**src/rtl/uart_regfile_pkg.sv**
```systemverilog
package uart_regfile_pkg;

   // register offsets
   localparam int OFS_DATA = 0;
   localparam int OFS_IEN  = 1;
   localparam int OFS_ISR  = 2;
   localparam int OFS_LCR  = 3;
   localparam int OFS_MSR  = 4;
   localparam int OFS_SCR  = 5;

   // enable bit positions
   localparam int IEN_RXD  = 0;
   localparam int IEN_TXE  = 1;
   localparam int IEN_LINE = 2;
   localparam int IEN_MDM  = 3;
   localparam int IEN_W    = 4;

   // source index: lower index means higher priority
   localparam int NSRC = 4;
   typedef enum logic [1:0] {
      SRC_LINE = 2'd0,
      SRC_RXD  = 2'd1,
      SRC_TXE  = 2'd2,
      SRC_MDM  = 2'd3
   } src_e;

   typedef struct packed {
      logic       dlab;
      logic       brk;
      logic [2:0] par;
      logic       stop2;
      logic [1:0] wlen;
   } line_cfg_t;

   function automatic logic [2:0] src_code(input int idx);
      return 3'(NSRC - 1 - idx);
   endfunction

endpackage

```
**src/rtl/uart_irq_prio.sv**
```systemverilog
module uart_irq_prio #(
   parameter int NREQ  = 4,
   parameter int IDX_W = $clog2(NREQ)
) (
   input  logic [NREQ-1:0]  req,
   output logic             any,
   output logic [IDX_W-1:0] idx
);

   always_comb begin
      idx = '0;
      for (int i = NREQ - 1; i >= 0; i--) begin
         if (req[i]) idx = IDX_W'(i);
      end
   end

   assign any = |req;

endmodule

```
**src/rtl/uart_modem_status.sv**
```systemverilog
module uart_modem_status #(
   parameter int W           = 4,
   parameter int SYNC_STAGES = 2
) (
   input  logic         clk,
   input  logic         rst_n,
   input  logic [W-1:0] pins,
   input  logic         clr,
   output logic [W-1:0] now,
   output logic [W-1:0] delta
);

   logic [W-1:0] prev;

   generate
      if (SYNC_STAGES == 0) begin : g_direct
         assign now = pins;
      end else begin : g_sync
         logic [SYNC_STAGES-1:0][W-1:0] stg;
         always_ff @(posedge clk or negedge rst_n) begin
            if (!rst_n) begin
               stg <= '0;
            end else begin
               stg[0] <= pins;
               for (int k = 1; k < SYNC_STAGES; k++) stg[k] <= stg[k-1];
            end
         end
         assign now = stg[SYNC_STAGES-1];
      end
   endgenerate

   always_ff @(posedge clk or negedge rst_n) begin
      if (!rst_n) begin
         prev  <= '0;
         delta <= '0;
      end else begin
         prev  <= now;
         delta <= (clr ? '0 : delta) | (now ^ prev);
      end
   end

endmodule

```
**src/rtl/uart_baud_gen.sv**
```systemverilog
module uart_baud_gen #(
   parameter int DIV_W = 16
) (
   input  logic             clk,
   input  logic             rst_n,
   input  logic [DIV_W-1:0] divisor,
   input  logic             reload,
   output logic             tick
);

   logic [DIV_W-1:0] cnt;

   assign tick = (divisor != '0) && (cnt <= DIV_W'(1));

   always_ff @(posedge clk or negedge rst_n) begin
      if (!rst_n)          cnt <= '0;
      else if (reload)     cnt <= '0;
      else if (tick)       cnt <= divisor;
      else if (cnt != '0)  cnt <= cnt - DIV_W'(1);
   end

endmodule

```
**src/rtl/uart_regfile.sv**
```systemverilog
module uart_regfile
   import uart_regfile_pkg::*;
#(
   parameter int ADDR_W      = 3,
   parameter int DATA_W      = 8,
   parameter int RX_DEPTH    = 16,
   parameter int LVL_W       = $clog2(RX_DEPTH + 1),
   parameter int MODEM_W     = 4,
   parameter int SYNC_STAGES = 2,
   parameter int DIV_RESET   = 1
) (
   input  logic                  clk,
   input  logic                  rst_n,
   input  logic                  cs,
   input  logic                  rd,
   input  logic                  wr,
   input  logic [ADDR_W-1:0]     addr,
   input  logic [DATA_W-1:0]     wdata,
   output logic [DATA_W-1:0]     rdata,
   output logic                  irq,
   output logic                  tx_push,
   output logic [DATA_W-1:0]     tx_data,
   input  logic                  tx_empty,
   output logic                  rx_pop,
   input  logic [DATA_W-1:0]     rx_data,
   input  logic [LVL_W-1:0]      rx_level,
   input  logic                  rx_line_err,
   input  logic [MODEM_W-1:0]    modem_in,
   output logic                  fifo_en,
   output logic                  rx_fifo_clr,
   output logic                  tx_fifo_clr,
   output logic [1:0]            word_len,
   output logic                  stop_two,
   output logic [2:0]            parity_mode,
   output logic                  brk,
   output logic [2*DATA_W-1:0]   divisor,
   output logic                  baud_tick
);

   localparam int DIV_W = 2 * DATA_W;
   localparam int IDX_W = $clog2(NSRC);
   localparam logic [DIV_W-1:0] DIV_RST_V = DIV_W'(DIV_RESET);
   localparam logic [LVL_W-1:0] TRIG0 = LVL_W'(1);
   localparam logic [LVL_W-1:0] TRIG1 = LVL_W'(RX_DEPTH / 4);
   localparam logic [LVL_W-1:0] TRIG2 = LVL_W'(RX_DEPTH / 2);
   localparam logic [LVL_W-1:0] TRIG3 = LVL_W'(RX_DEPTH - 2);

   // elaboration-time parameter checks
   generate
      if (DATA_W != 8) begin : g_chk_data
         $error("uart_regfile: DATA_W must be 8");
      end
      if (MODEM_W != 4) begin : g_chk_modem
         $error("uart_regfile: MODEM_W must be 4");
      end
      if (ADDR_W < 3) begin : g_chk_addr
         $error("uart_regfile: ADDR_W must be at least 3");
      end
      if (RX_DEPTH < 4 || (RX_DEPTH & (RX_DEPTH - 1)) != 0) begin : g_chk_depth
         $error("uart_regfile: RX_DEPTH must be a power of two, at least 4");
      end
      if (LVL_W < $clog2(RX_DEPTH + 1)) begin : g_chk_lvl
         $error("uart_regfile: LVL_W too narrow for RX_DEPTH");
      end
   endgenerate

   // access decode
   logic rd_s, wr_s;
   logic a_data, a_ien, a_isr, a_lcr, a_msr, a_scr;
   assign rd_s   = cs & rd;
   assign wr_s   = cs & wr;
   assign a_data = (addr == ADDR_W'(OFS_DATA));
   assign a_ien  = (addr == ADDR_W'(OFS_IEN));
   assign a_isr  = (addr == ADDR_W'(OFS_ISR));
   assign a_lcr  = (addr == ADDR_W'(OFS_LCR));
   assign a_msr  = (addr == ADDR_W'(OFS_MSR));
   assign a_scr  = (addr == ADDR_W'(OFS_SCR));

   // state
   line_cfg_t          lcr_q;
   logic [IEN_W-1:0]   ien_q;
   logic [DATA_W-1:0]  scr_q, dll_q, dlm_q;
   logic               fen_q, rxclr_q, txclr_q;
   logic [1:0]         trig_q;
   logic               thre_pend, txe_q;

   logic               dlab;
   assign dlab = lcr_q.dlab;

   // FIFO strobes
   assign tx_push = wr_s & a_data & ~dlab;
   assign tx_data = wdata;
   assign rx_pop  = rd_s & a_data & ~dlab;

   // interrupt ranking
   logic [NSRC-1:0]   req;
   logic              any;
   logic [IDX_W-1:0]  sel;
   logic [LVL_W-1:0]  trig_lvl;
   logic [MODEM_W-1:0] modem_now, modem_delta;

   always_comb begin
      if (!fen_q) trig_lvl = TRIG0;
      else begin
         case (trig_q)
            2'd0:    trig_lvl = TRIG0;
            2'd1:    trig_lvl = TRIG1;
            2'd2:    trig_lvl = TRIG2;
            default: trig_lvl = TRIG3;
         endcase
      end
   end

   always_comb begin
      req           = '0;
      req[SRC_LINE] = rx_line_err & ien_q[IEN_LINE];
      req[SRC_RXD]  = (rx_level >= trig_lvl) & ien_q[IEN_RXD];
      req[SRC_TXE]  = thre_pend & ien_q[IEN_TXE];
      req[SRC_MDM]  = (|modem_delta) & ien_q[IEN_MDM];
   end

   uart_irq_prio #(.NREQ(NSRC), .IDX_W(IDX_W)) u_prio (
      .req (req),
      .any (any),
      .idx (sel)
   );

   assign irq = any;

   logic [DATA_W-1:0] isr_val;
   assign isr_val = {4'b0000, (any ? src_code(int'(sel)) : 3'b000), ~any};

   // transmit-empty latch
   logic thre_set, thre_clr;
   assign thre_set = (tx_empty & ~txe_q)
                   | (wr_s & a_ien & ~dlab & wdata[IEN_TXE] & ~ien_q[IEN_TXE] & tx_empty);
   assign thre_clr = (rd_s & a_isr & any & (sel == IDX_W'(SRC_TXE))) | tx_push;

   // modem status
   uart_modem_status #(.W(MODEM_W), .SYNC_STAGES(SYNC_STAGES)) u_modem (
      .clk   (clk),
      .rst_n (rst_n),
      .pins  (modem_in),
      .clr   (rd_s & a_msr),
      .now   (modem_now),
      .delta (modem_delta)
   );

   // register writes
   always_ff @(posedge clk or negedge rst_n) begin
      if (!rst_n) begin
         lcr_q     <= '0;
         ien_q     <= '0;
         scr_q     <= '0;
         dll_q     <= DIV_RST_V[DATA_W-1:0];
         dlm_q     <= DIV_RST_V[DIV_W-1:DATA_W];
         fen_q     <= 1'b0;
         trig_q    <= 2'd0;
         rxclr_q   <= 1'b0;
         txclr_q   <= 1'b0;
         thre_pend <= 1'b0;
         txe_q     <= 1'b1;
      end else begin
         rxclr_q   <= 1'b0;
         txclr_q   <= 1'b0;
         txe_q     <= tx_empty;
         thre_pend <= thre_set | (thre_pend & ~thre_clr);
         if (wr_s) begin
            if (a_data && dlab)  dll_q <= wdata;
            if (a_ien && dlab)   dlm_q <= wdata;
            if (a_ien && !dlab)  ien_q <= wdata[IEN_W-1:0];
            if (a_lcr)           lcr_q <= line_cfg_t'(wdata);
            if (a_scr)           scr_q <= wdata;
            if (a_isr) begin
               fen_q   <= wdata[0];
               rxclr_q <= wdata[1];
               txclr_q <= wdata[2];
               trig_q  <= wdata[7:6];
            end
         end
      end
   end

   // read mux
   always_comb begin
      rdata = '0;
      if (a_data)     rdata = dlab ? dll_q : rx_data;
      else if (a_ien) rdata = dlab ? dlm_q : DATA_W'(ien_q);
      else if (a_isr) rdata = isr_val;
      else if (a_lcr) rdata = DATA_W'(lcr_q);
      else if (a_msr) rdata = {modem_now, modem_delta};
      else if (a_scr) rdata = scr_q;
   end

   // configuration outputs
   assign fifo_en     = fen_q;
   assign rx_fifo_clr = rxclr_q;
   assign tx_fifo_clr = txclr_q;
   assign word_len    = lcr_q.wlen;
   assign stop_two    = lcr_q.stop2;
   assign parity_mode = lcr_q.par;
   assign brk         = lcr_q.brk;
   assign divisor     = {dlm_q, dll_q};

   uart_baud_gen #(.DIV_W(DIV_W)) u_baud (
      .clk     (clk),
      .rst_n   (rst_n),
      .divisor (divisor),
      .reload  (wr_s & dlab & (a_data | a_ien)),
      .tick    (baud_tick)
   );

endmodule

```
**config.mk**
```make
export PLATFORM = sky130hd
export DESIGN_NAME = uart_regfile
export DESIGN_NICKNAME = d
export VERILOG_FILES = /design/src/rtl/uart_regfile_pkg.sv /design/src/rtl/uart_irq_prio.sv /design/src/rtl/uart_modem_status.sv /design/src/rtl/uart_baud_gen.sv /design/src/rtl/uart_regfile.sv
export SDC_FILE = /design/constraint.sdc
export NUM_CORES = 1
export LEC_CHECK = 0
export ABC_AREA = 1
export ABC_CLOCK_PERIOD_IN_PS = 2600
export BUFFER_PORTS_ARGS = -buffer_cell sky130_fd_sc_hd__buf_4
export CORE_MARGIN = 10
export CORE_UTILIZATION = 54
export CTS_CLUSTER_SIZE = 20
export DETAILED_ROUTE_END_ITERATION = 6
export HOLD_SLACK_MARGIN = 0.12
export MAX_ROUTING_LAYER = met4
export PLACE_DENSITY = 0.82
export SYNTH_ARGS = -nofsm -noshare
export SYNTH_HDL_FRONTEND = slang
export SYNTH_HIERARCHICAL = 1
export SYNTH_SLANG_ARGS = --single-unit
```
**constraint.sdc**
```tcl
create_clock -name clk -period 2.6 [get_ports clk]
set_clock_uncertainty 0.1 [all_clocks]
set_input_delay 0.52 -clock clk [delete_from_list [all_inputs] [get_ports clk]]
set_output_delay 0.52 -clock clk [all_outputs]
set_load 0.02 [all_outputs]
```
# Word level (Yosys, flattened, before mapping)

Cells that the tools add are included.

Reduce and logical (&&, ||, !) cells: 18
Bitwise gates (word level): 34
Equal/unequal tests: 8
Order comparisons: 2
Add/sub/neg operators: 2
Mux-type cells: 23

Operators with widths:

| cell                                                                               | number |
|---|---|
| 8-bit two-way mux                                                                  | 8 |
| 16-bit two-way mux                                                                 | 3 |
| 16-bit nonzero test                                                                | 2 |
| 1-bit bitwise AND                                                                  | 23 |
| 16-bit by 1-bit less-or-equal comparator with 1-bit output (second input constant) | 1 |
| 16-bit by 1-bit subtractor with 16-bit output (second input constant)              | 1 |
| 4-bit one-hot mux with 3 select lines                                              | 1 |
| 2-bit AND reduction                                                                | 6 |
| 2-bit two-way mux                                                                  | 4 |
| 4-bit OR reduction                                                                 | 2 |
| 3-bit by 2-bit equality test with 1-bit output (second input constant)             | 2 |
| 3-bit equality test (second input constant)                                        | 2 |
| 5-bit greater-or-equal comparator                                                  | 1 |
| 5-bit two-way mux                                                                  | 1 |
| 1-bit NOT                                                                          | 5 |
| 2-bit equality test (second input constant)                                        | 2 |
| 1-bit logical AND                                                                  | 4 |
| 1-bit two-way mux                                                                  | 4 |
| 4-bit two-way mux                                                                  | 1 |
| 1-bit OR                                                                           | 4 |
| 4-bit OR                                                                           | 1 |
| 4-bit bitwise XOR                                                                  | 1 |
| 3-bit by 1-bit equality test with 1-bit output (second input constant)             | 1 |
| 3-bit logical NOT                                                                  | 1 |
| 6 further kinds                                                                    | 6 |

Logic and storage cells: 107
Register bits: 75
Output and inout bits: 46

# Longest topological paths before layout

Depth in word-level cells: 13
Mapped depth: 16
Gate-level depth less buffers: 16

# Cells and area by module

Netlist, hierarchy kept.

By module, submodules not included:

| module            | cells an instance | instances | area each (sq um) | sequential area each (sq um) |
|---|---|---|---|---|
| uart_regfile      | 322               | 1         | 2458.6            | 1078.5 |
| uart_baud_gen     | 205               | 1         | 1340.0            | 400.4 |
| uart_modem_status | 45                | 1         | 529.3             | 400.4 |
| uart_irq_prio     | 9                 | 1         | 46.3              | 0.0 |

# Least setup slack after synthesis

Ideal clock, no wire load.

Path type: register to output
From: register fen_q (netlist: fifo_en)
To: output rdata[1]
Data arrival time: 2.111 ns
Cell stages (with the launch flop): 15
Data required time: 1.980 ns
Path slack: -0.131 ns
Cell sequence: dfrtp_1 > nand2_1 > ha_1 > nand2_1 > inv_1 > o21ai_0 > nand3_1 > nor2_1 > nor2_1 > inv_2 > nand4_1 > inv_1 > nor2_1 > nand2_1 > nand4_1

Elaborated cells on any way between the ends: 11
Classes of those cells: add/sub (1); order compare (1); mux (7); bitwise (1); reduce/logical (1)

RTL lines:

| item                              | line                | text |
|---|---|---|
| start: declaration                | uart_regfile.sv:83  | `logic fen_q, rxclr_q, txclr_q;` |
| start signal: assignment          | uart_regfile.sv:175 | `fen_q <= wdata[0];` |
| 5-bit two-way mux                 | uart_regfile.sv:103 | `if (!fen_q) trig_lvl = TRIG0;` |
| 5-bit greater-or-equal comparator | uart_regfile.sv:117 | `req[SRC_RXD] = (rx_level >= trig_lvl) & ien_q[IEN_RXD];` |
| 1-bit bitwise AND                 | uart_regfile.sv:117 |  |
| net req[1]                        | uart_regfile.sv:96  | `logic [NSRC-1:0] req;` |
| 4-bit OR reduction                | uart_irq_prio.sv:17 | `assign any = \|req;` |
| net irq                           | uart_regfile.sv:20  | `output logic irq,` |
| 3-bit two-way mux                 | uart_regfile.sv:131 | `assign isr_val = {4'b0000, (any ? src_code(int'(sel)) : 3'b000), ~any};` |
| 8-bit two-way mux                 | uart_regfile.sv:189 | `else if (a_isr) rdata = isr_val;` |
| 8-bit two-way mux                 | uart_regfile.sv:188 | `else if (a_ien) rdata = dlab ? dlm_q : DATA_W'(ien_q);` |
| 8-bit two-way mux                 | uart_regfile.sv:187 | `if (a_data) rdata = dlab ? dll_q : rx_data;` |
| end: declaration                  | uart_regfile.sv:19  | `output logic [DATA_W-1:0] rdata,` |

The timed path passes the listed nets, and every way through them passes these cells.

# Worst setup path after layout

From: register trig_q[0]
To: output irq

Longest elaborated chain between the ends: 6
Elaborated cells on any way between the ends: 8
Classes of those cells: order compare (1); eq/ne (2); mux (2); bitwise (1); reduce/logical (2)

RTL lines:

| item                                              | line                | text |
|---|---|---|
| start: declaration                                | uart_regfile.sv:84  | `logic [1:0] trig_q;` |
| start signal: assignment                          | uart_regfile.sv:178 | `trig_q <= wdata[7:6];` |
| 2-bit equality test, or another cell as far along | uart_regfile.sv:105 | `case (trig_q)` |
| 4-bit one-hot mux with 3 select lines *           | uart_regfile.sv:105 |  |
| 5-bit two-way mux *                               | uart_regfile.sv:103 |  |
| 5-bit greater-or-equal comparator *               | uart_regfile.sv:117 |  |
| 1-bit bitwise AND *                               | uart_regfile.sv:117 |  |
| net req[1]                                        | uart_regfile.sv:96  |  |
| 4-bit OR reduction *                              | uart_irq_prio.sv:17 |  |
| end: declaration                                  | uart_regfile.sv:20  |  |

Mark *: on every way through the listed nets, which the timed path passes. The rest lies on a longest branch.

==> out/metrics.yaml <==
die:
  io_pins: 81
  dieHeight_um: 110
  core_um2: 7810
  die_x_um: 110
  rows: 32
  die-area_um2: 12100
  start_util_pct: 56.0
grt:
  grt_pass1_wl_um: 20300
  antenna_found_initial: 0
  grt_max_degree: 50
  gr-total-overflow: 0
  first_global_vias: 4086
  track_usage_pct: 22.6
logic_synthesis:
  syn_avg_cell_area_um2: 7.53
  syn-cell-area_um2: 4370
  syn-num-nets: 622
  yosys_warnings: 6
  synth.distinct_cells: 33
  syn_inst: 581
  synth.ff_latch_count: 75
  ys_seq_area_share_pct: 43.0
sta:
  holdWs_ns: 0.163
  fin_ws_ns: -0.500
  max_freq_ghz: 0.323
  worstMarginPinSlew_ns: 0.529
  setup_violations: 4
  timing.final.crit_share_pct: 119
  rsz0062_at_grt: "true"
  maxSlewHeadroom_pct: 64.7
  finalMaxSlewViolations: 0
  setup_tns_ns: -1.90
  fin_crit_ns: 3.10
  hold_violations: 0
worst_hold_path:
  min_path_type: "primary input to register"
critical_path:
  cp_top_family: "buffers and inverters"
  crit_path_top_delay_cell: "dfrtp_1"
  critPathLaunchType: "register"
  crit_chain: "buf_4 -> o21ai_4 -> ha_2 -> nand4_1 -> nor2_2 -> nor2_2 -> nor2_1 -> inv_2 -> nand4_1 -> buf_4 -> buf_4 -> buf_4 -> buf_4"
  crit_top_cell: "buf_4"
  crit_path_end_kind: "output pin"
  slowest_delay_ns: 0.42
  required_ns: 1.98
  path_class: "register to output pin"
  cp.arrival_ns: 2.48
  cp_max_fo: 4
  cp.buffers_inverters: 6
routing:
  drt_first_iter_violations: 260
  wl_um: 12900
  drc: 0
  viasPerCell: 5.26
  wl_per_cell_um: 16.6
  ant_nets: 0
  drt_first_pass_iters: 4
  vias: 4082
place:
  post-dp-hpwl_um: 9730
  gp_congestion: 0.944
  place_ws_ns: -0.291
  place_inst: 752
  placed_area_um2: 5020
  port_buffers: 80
cells_and_area:
  finalNonFillerCells: 776
  stdcell_area_um2: 5370
  area_growth_pct: 22.8
  fill_cells: 656
  n_antenna_cell: 0
  final_common_cell: "nand2_1"
  nNetsFinal: 711
  drive_gt1_share_pct: 26.4
  final_cell_mix: "158 x nand2_1, 97 x buf_4, 89 x inv_1, 72 x dfrtp_1, 60 x nor2_1"
cts:
  cts_sinks: 75
  cts_tree: "done"
  htree_levels: 3
  numCtsBuffers: 9
  clock_path_buffers: 2
  root_buffer: "clkbuf_8"
  worstSkewPairLatency_ns: 0.36
  clkTransAtPathRegs_ns: 0.07
power_and_ir_drop:
  power_density_nw_per_um2: 763
  p_leak_nw: 2.82
  vdd_drop_max_uv: 322
outcome:
  status: "finished, violations left"
  violations: "setup timing"
flow_run:
  maxCapViolations: 0
## through the flow
step	power, mW	utilization (%)
2_1_floorplan	2.60	-
3_3_place_gp	3.09	64.3
3_5_place_dp	3.15	64.3
4_1_cts	4.07	68.2
5_1_grt	4.36	68.8
6_report	4.10	68.8
## synthesized netlist by cell type, drive strengths merged
cell type  count  area share, %
a21oi          7            1.1
a41oi          1           0.20
and2           1           0.14
buf           24            4.5
clkbuf         1          0.086
dfrtp         73             42
dfstp          2            1.2
ha             6            1.7
inv           96            8.2
nand2        165             15
nand3         32            4.3
nand3b         1           0.17
nand4         23            3.3
nor2          78            8.5
nor3           3           0.72
o21ai         57            7.2
o22ai          2           0.29
xnor2          3           0.60
xor2           6            1.2
## sequential cells by signal, indices dropped and copies added (netlist names)
register / flops
stop_two: 1
parity_mode: 3
fifo_en: 1
brk: 1
rx_fifo_clr: 1
trig_q: 2
word_len: 2
dlab: 1
txe_q: 1
u_modem/prev: 4
dlm_q: 8
u_modem/delta: 4
u_modem/g_sync.stg: 4
thre_pend: 1
scr_q: 8
u_modem/now: 4
u_baud/cnt: 16
dll_q: 8
tx_fifo_clr: 1
ien_q: 4
## what timing repair did
item,in CTS,in global routing
gates resized for setup,17,7
hold buffers,1,0
pin swaps,13,8
setup buffers,5,3
endpoints found under the hold margin,25,0
setup endpoints to repair,4,7
## cell type report
class / count / area [um2] / area share, %
clock buffer: 12 / 135 / 2.52
clock inverter: 3 / 40.0 / 0.745
inverter: 96 / 360 / 6.71
multi-input combinational: 385 / 2020 / 37.7
sequential: 75 / 1880 / 35.0
tap: 102 / 128 / 2.38
timing repair buffer: 103 / 803 / 15.0
## cell families after synthesis
family | count (synthesis) | synth area share (%)
DFF | 75 | 43.0
AOI/OAI and AO/OA | 67 | 8.75
and+or+nand+nor | 303 | 31.9
xor gates and xnor gates | 9 | 1.80
buffers and inverters | 121 | 12.9
adders and majority gates | 6 | 1.72
## report_power, final
part	internal (mW)	total (mW)	switching (mW)
Combinational	0.610	1.51	0.900
Clock	0.437	0.865	0.428
Sequential	1.44	1.72	0.289
Total	2.48	4.10	1.62
## worst paths after layout
| path | from | end | slack [ns] | depth (start not counted) |
|---|---|---|---|---|
| max | trig_q[0] | irq | -0.50 | 13 |
| min reg2reg | u_modem/g_sync.stg[1] | u_modem/now[1] | 0.26 | 0 |
| max in group asynchronous | rst_n | dll_q[0] | 1.27 | 3 |
| min | modem_in[0] | u_modem/g_sync.stg[0] | 0.16 | 1 |
| max reg2reg | trig_q[0] | thre_pend | 0.20 | 16 |
| min in group asynchronous | rst_n | u_modem/g_sync.stg[0] | 0.50 | 2 |
## layer usage
layer	track usage, %	vias up	wire length [um]
met3	3.71	40	686
li1	-	1981	-
met1	26.3	1910	5320
met2	37.3	151	6360
met5	-	-	0
met4	10.6	0	524
## worst reg2reg max path, cell delays in order, from the launching register on
cell and delay, ns:
dfrtp_1 0.42, buf_4 0.16, o21ai_4 0.15, ha_2 0.28
nand4_1 0.12, nor2_2 0.07, nor2_2 0.15, nor2_1 0.07
inv_2 0.06, nand2_1 0.06, a21oi_2 0.09, inv_1 0.06
buf_4 0.12, nor2_1 0.11, nand3_1 0.09, nand3_1 0.11
nand3_1 0.07
No activity file was read; power rests on OpenSTA's default activity.
